## src/rtl/usbh_sched_pkg.sv

```systemverilog
package usbh_sched_pkg;

  typedef enum logic [1:0] {XF_CTRL = 2'b00, XF_BULK = 2'b01, XF_INTR = 2'b10, XF_ISO = 2'b11} xfer_e;
  typedef enum logic [1:0] {RM_NAK = 2'b00, RM_BUF = 2'b01, RM_STALL = 2'b10, RM_STALL_ALT = 2'b11} resp_e;
  typedef enum logic [1:0] {TK_NONE = 2'b00, TK_SETUP = 2'b01, TK_IN = 2'b10, TK_OUT = 2'b11} tok_e;

  typedef struct packed {
    tok_e tok;
    logic zlp;
    logic discard;
  } grant_t;

  function automatic logic is_periodic(xfer_e t);
    return (t == XF_INTR) || (t == XF_ISO);
  endfunction

  // Which token this pipe could issue in the current slot, ignoring holds.
  function automatic grant_t pick_token(xfer_e t, logic is_out, resp_e rm,
                                        logic setup, logic rx, logic tx,
                                        logic hit);
    grant_t g;
    g = '{tok: TK_NONE, zlp: 1'b0, discard: 1'b0};
    if (setup) begin
      g.tok = TK_SETUP;
    end else if (rm == RM_BUF && (!is_periodic(t) || hit)) begin
      if (t == XF_ISO) begin
        g.tok     = is_out ? TK_OUT : TK_IN;
        g.zlp     = is_out && !tx;
        g.discard = !is_out && !rx;
      end else if (is_out && tx) begin
        g.tok = TK_OUT;
      end else if (!is_out && rx) begin
        g.tok = TK_IN;
      end
    end
    return g;
  endfunction

endpackage

```

## src/rtl/usbh_ivl_timer.sv

```systemverilog
module usbh_ivl_timer #(
  parameter int IVL_W = 4
) (
  input  logic             clk,
  input  logic             rst_n,
  input  logic             run,
  input  logic             sof,
  input  logic [IVL_W-1:0] ivl_m1,
  output logic             frame_hit
);
  logic [IVL_W-1:0] cnt;
  logic             at_zero;

  assign at_zero   = (cnt == '0);
  assign frame_hit = run && at_zero;

  always_ff @(posedge clk or negedge rst_n) begin
    if (!rst_n)       cnt <= '0;
    else if (!run)    cnt <= ivl_m1;
    else if (sof)     cnt <= at_zero ? ivl_m1 : cnt - 1'b1;
  end

  AST_CNT_STEP: assert property (@(posedge clk) disable iff (!rst_n)
    run && sof && !at_zero |=> cnt == $past(cnt) - 1'b1) else $error("count step");
  AST_RELOAD_IDLE: assert property (@(posedge clk) disable iff (!rst_n)
    !run |=> cnt == $past(ivl_m1)) else $error("idle reload");
endmodule

```

## src/rtl/usbh_tok_decide.sv

```systemverilog
module usbh_tok_decide
  import usbh_sched_pkg::*;
(
  input  xfer_e  xfer,
  input  logic   is_out,
  input  resp_e  rm,
  input  logic   setup,
  input  logic   rx,
  input  logic   tx,
  input  logic   hit,
  output grant_t grant,
  output logic   periodic_tok
);
  always_comb begin
    grant        = pick_token(xfer, is_out, rm, setup, rx, tx, hit);
    periodic_tok = is_periodic(xfer) && (grant.tok == TK_IN || grant.tok == TK_OUT);
  end
endmodule

```

## src/rtl/usbh_req_hold.sv

```systemverilog
module usbh_req_hold
  import usbh_sched_pkg::*;
(
  input  logic   clk,
  input  logic   rst_n,
  input  logic   run,
  input  logic   sof,
  input  grant_t grant,
  input  logic   periodic_tok,
  input  logic   xfer_done,
  output logic   pend,
  output tok_e   tok_q,
  output logic   zlp_q,
  output logic   disc_q
);
  logic used;
  logic issue;
  logic issue_periodic;

  assign issue = run && !pend && !sof && (grant.tok != TK_NONE)
                 && !(periodic_tok && used);
  assign issue_periodic = issue && periodic_tok;

  always_ff @(posedge clk or negedge rst_n) begin
    if (!rst_n) begin
      pend <= 1'b0; tok_q <= TK_NONE; zlp_q <= 1'b0; disc_q <= 1'b0; used <= 1'b0;
    end else if (!run) begin
      pend <= 1'b0; tok_q <= TK_NONE; zlp_q <= 1'b0; disc_q <= 1'b0; used <= 1'b0;
    end else begin
      if (sof) used <= 1'b0;
      else if (issue_periodic) used <= 1'b1;
      if (issue) begin
        pend <= 1'b1; tok_q <= grant.tok; zlp_q <= grant.zlp; disc_q <= grant.discard;
      end else if (pend && xfer_done) begin
        pend <= 1'b0; tok_q <= TK_NONE; zlp_q <= 1'b0; disc_q <= 1'b0;
      end
    end
  end

  AST_ONE_PER_FRAME: assert property (@(posedge clk) disable iff (!rst_n)
    used && !sof |-> !issue_periodic) else $error("second periodic issue");
  AST_NO_ISSUE_AT_SOF: assert property (@(posedge clk) disable iff (!rst_n)
    sof |=> !$rose(pend)) else $error("issue on sof edge");
  AST_HELD_STABLE: assert property (@(posedge clk) disable iff (!rst_n)
    pend && !xfer_done && run |=> pend && $stable(tok_q) && $stable(zlp_q) && $stable(disc_q))
    else $error("request changed while held");
endmodule

```

## src/rtl/usbh_pipe_sched.sv

```systemverilog
module usbh_pipe_sched
  import usbh_sched_pkg::*;
#(
  parameter int IVL_W = 4
) (
  input  logic             clk,
  input  logic             rst_n,
  input  logic             host_mode,
  input  logic             bus_active,
  input  logic [1:0]       xfer_type,
  input  logic             dir_out,
  input  logic [1:0]       resp_mode,
  input  logic             setup_req,
  input  logic             rx_space,
  input  logic             tx_ready,
  input  logic [IVL_W-1:0] ivl_m1,
  input  logic             sof,
  input  logic             xfer_done,
  output logic             tok_req,
  output logic [1:0]       tok_type,
  output logic             zlp,
  output logic             discard
);
  logic   run;
  logic   frame_hit;
  grant_t grant;
  logic   periodic_tok;
  logic   pend;
  tok_e   tok_q;
  logic   zlp_q;
  logic   disc_q;

  assign run = host_mode && bus_active;

  usbh_ivl_timer #(.IVL_W(IVL_W)) u_timer (
    .clk(clk), .rst_n(rst_n), .run(run), .sof(sof), .ivl_m1(ivl_m1), .frame_hit(frame_hit)
  );

  usbh_tok_decide u_decide (
    .xfer(xfer_e'(xfer_type)), .is_out(dir_out), .rm(resp_e'(resp_mode)),
    .setup(setup_req), .rx(rx_space), .tx(tx_ready), .hit(frame_hit),
    .grant(grant), .periodic_tok(periodic_tok)
  );

  usbh_req_hold u_hold (
    .clk(clk), .rst_n(rst_n), .run(run), .sof(sof), .grant(grant),
    .periodic_tok(periodic_tok), .xfer_done(xfer_done),
    .pend(pend), .tok_q(tok_q), .zlp_q(zlp_q), .disc_q(disc_q)
  );

  assign tok_req  = pend;
  assign tok_type = tok_q;
  assign zlp      = zlp_q;
  assign discard  = disc_q;

  AST_GATE_OFF: assert property (@(posedge clk) disable iff (!rst_n)
    !run |=> !tok_req) else $error("request while inactive");
  AST_DONE_DROP: assert property (@(posedge clk) disable iff (!rst_n)
    tok_req && xfer_done |=> !tok_req) else $error("request kept after done");
  AST_IDLE_ZERO: assert property (@(posedge clk) disable iff (!rst_n)
    !tok_req |-> tok_type == 2'b00 && !zlp && !discard) else $error("idle outputs");
  AST_ZLP_IS_OUT: assert property (@(posedge clk) disable iff (!rst_n)
    zlp |-> tok_type == 2'b11) else $error("zlp without OUT");
  AST_DISC_IS_IN: assert property (@(posedge clk) disable iff (!rst_n)
    discard |-> tok_type == 2'b10) else $error("discard without IN");
endmodule

```

## config.mk

```make
export PLATFORM = sky130hd
export DESIGN_NAME = usbh_pipe_sched
export DESIGN_NICKNAME = d
export VERILOG_FILES = /design/src/rtl/usbh_sched_pkg.sv /design/src/rtl/usbh_ivl_timer.sv /design/src/rtl/usbh_tok_decide.sv /design/src/rtl/usbh_req_hold.sv /design/src/rtl/usbh_pipe_sched.sv
export SDC_FILE = /design/constraint.sdc
export NUM_CORES = 1
export LEC_CHECK = 0
export ABC_AREA = 1
export BUFFER_PORTS_ARGS = -buffer_cell sky130_fd_sc_hd__buf_4
export CAP_MARGIN = 0
export CORE_MARGIN = 10
export CORE_UTILIZATION = 35
export DETAILED_ROUTE_END_ITERATION = 12
export PLACE_DENSITY = 0.61
export SLEW_MARGIN = 20
export SYNTH_ARGS = -nofsm -noshare
export SYNTH_HDL_FRONTEND = slang
export SYNTH_HIERARCHICAL = 1
export SYNTH_SLANG_ARGS = --single-unit
export TNS_END_PERCENT = 10
```

## constraint.sdc

```tcl
create_clock -name clk -period 1.9 [get_ports clk]
set_input_delay 0.285 -clock clk [delete_from_list [all_inputs] [get_ports clk]]
set_output_delay 0.285 -clock clk [all_outputs]
set_load 0.01 [all_outputs]
```

==> qor.csv <==
metric,value,unit
avgViaCountPerCell,4.500,
coreArea,1942,um^2
cts_setup_buffers,0,
timing.hold.ws,0.2880,ns
pwr-share-clk,33.0,%
synth_top_area_share,35.09,%
finalSetupTns,0,ns
timing.final.crit_share,88.64,%
htreeDepth,1,
synth_cell_types,21,
pwr-share-seq,42.6,%
finalSetupViolations,0,
hold_viol_final,0,
yosys-top-cells-area,"dfrtp_1 35%, nand2_1 13%, nand3_1 11%, inv_1 7.4%, nor2_4 4.7%",
cts_sinks,10,
wire_per_inst,10.03,um
fin_ws,0.2158,ns
antenna_found_initial,0,
vdd_drop_max,0.2914,mV
synth_edf_count,0,
switching_share,27.26,%
die_h,65.14,um
drt_iter0_drc,17,
cp_max_fo,6,
io_pins,23,
dp_hpwl,1331,um
netSwitchingPower,0.1528,mW
async_flop_share,100.0,%
nets,147,
critPathArrivalTime,1.84,ns
worst_slew_pin_slew,0.2368,ns
drv_slew,0,
place_area,927.1,um^2
critPathLaunchType,flip-flop,
grt_first_pass_wirelength,2773,um
io_buffers,22,
layout-drive-gt1-share,39.37,%
drc_errors,0,
ctsLongestPathBuffers,2,
vias,693,
rows,16,
synth_flop_cell,dfrtp_1,
dp_slack,0.05519,ns
clock_latency,0.26,ns
finalInstanceArea,993.5,um^2
rsz0062_at_grt,false,
overflow,0,
yosys-top-cells-count,"24 x nand2_1, 15 x nand3_1, 14 x inv_1, 10 x dfrtp_1, 6 x nor2_1",
synth_most_common_cell,nand2_1,
intPower,0.4076,mW
ant_nets,0,
root_buffer,clkbuf_4,
drv_cap,0,
die_w,65.14,um
clock.fmax,0.5938,GHz
synth_nets,117,
synth.avg_cell_area,7.277,um^2
ys_seq_area_share,35.09,%
syn_to_final_growth,39.30,%
critPathKind,reg -> reg,
p_per_area,564.1,nW/um^2
dieArea,4243,um^2
yosysTopAreaCell,dfrtp_1,
relSlewSlack,84.21,%
place_congestion,0.8053,
leakage,0.5278,nW
syn_area,713.2,um^2
first_pass_iters,4,
antenna_cells,0,
ys_seq_elements,10,
outcome,finished clean,
start_util,36.73,%
cts_tree,yes,
cts.clk_slew.worst_paths,0.06,ns
fillers,206,
cts_buffers,3,
synthCells,98,
cp.required,2.05,ns
track_usage,7.780,%
grt_pass1_vias,701,
skew,0.0004302,ns
min_period,1.684,ns
hp-class,in -> reg,
routed_wl,1545,um
comb_power_share,24.3,%
grt_start_max_net_pins,11,
worstSetupEndpointType,flip-flop,
yosys_warnings,6,
[cell type report]
cell class              instances  area (um^2)  share of cell area [%]
clock buffers                   4        36.28                   3.652
inverters                      18        67.56                   6.801
multi-input cells              70        415.4                   41.81
flip-flops and latches         10        250.2                   25.19
well taps                      27        33.78                   3.401
repair buffers                 25        190.2                   19.14
[placed cells by master, fill, tap and decap left out, drive strengths merged]
cell type,synthesis,layout
nand2,28,28
buf,0,24
nand3,17,17
inv,17,17
nor2,12,12
dfrtp,10,10
a21oi,5,5
clkbuf,0,4
o21ai,4,4
dlygate4sd3,0,1
clkinv,1,1
or2,1,1
a21boi,1,1
nand3b,1,1
ha,1,1
[worst max-delay path: stages (launching register included)]
cell	delay, ns
dfrtp_1	0.40
inv_2	0.09
ha_4	0.16
nand2_4	0.07
nor2_2	0.09
nor2_2	0.06
nor2_4	0.10
nand3_2	0.10
inv_1	0.08
nor2_1	0.07
nor2_4	0.16
nand2_4	0.09
nand3_1	0.08
nand2_1	0.05
[metal layers]
layer,vias to the layer above,routed length (um),GRT usage [%]
li1,367,-,-
met2,17,735,12.44
met3,0,90,2.542
met1,309,719,9.384
met4,0,0,3.209
met5,-,0,0
[through the flow]
stage | util (%) | std cells | total power, mW
after floorplan | - | 98 | 0.3132
after global placement | 47.74 | 149 | 0.3668
after detailed placement | 47.74 | 149 | 0.3689
after CTS | 50.13 | 154 | 0.5595
after global routing | 51.16 | 154 | 0.6021
final | 51.16 | 154 | 0.5604
[power by group through the flow]
stage / Sequential (mW) / Combinational (mW) / Clock, mW
final: 0.239 / 0.136 / 0.185
after global routing: 0.241 / 0.156 / 0.205
after CTS: 0.238 / 0.130 / 0.192
after detailed placement: 0.241 / 0.127 / 0
after global placement: 0.242 / 0.125 / 0
after floorplan: 0.239 / 0.0739 / 0
[final timing paths]
path / start / end / slack [ns] / cells after the start
setup / recovery: u_timer/cnt[0]$_DFFE_PN0P_ / u_hold/disc_q$_DFFE_PN0P_ / 0.22 / 13
hold / removal: ivl_m1[2] / u_timer/cnt[2]$_DFFE_PN0P_ / 0.29 / 3
setup reg to reg: u_timer/cnt[0]$_DFFE_PN0P_ / u_hold/disc_q$_DFFE_PN0P_ / 0.22 / 13
hold reg to reg: u_hold/tok_q[0]$_DFFE_PN0P_ / u_hold/tok_q[0]$_DFFE_PN0P_ / 0.50 / 2
max in group asynchronous: rst_n / u_hold/zlp_q$_DFFE_PN0P_ / 1.38 / 2
min in group asynchronous: rst_n / u_timer/cnt[3]$_DFFE_PN0P_ / 0.38 / 2
[cells by family after synthesis]
logic type      count (synthesis)  share of synthesized area, %
buf+inv                        18                         9.473
flops                          10                         35.09
fa+ha+maj                       1                         1.754
simple gates                   59                         42.63
compound gates                 10                         11.05
[registers in the layout, indices dropped and copies added (netlist names)]
name / flops
u_timer/cnt: 4
u_hold/tok_q: 2
u_hold/disc_q: 1
u_hold/pend: 1
u_hold/used: 1
u_hold/zlp_q: 1
[repair_timing]
| action | 4_1_cts | 5_1_grt |
|---|---|---|
| hold endpoints to repair | 10 | 0 |
| resized for setup | 0 | 6 |
| setup endpoints to repair | 0 | 6 |
| hold buffers | 1 | 0 |
No activity file was read; power rests on OpenSTA's default activity.
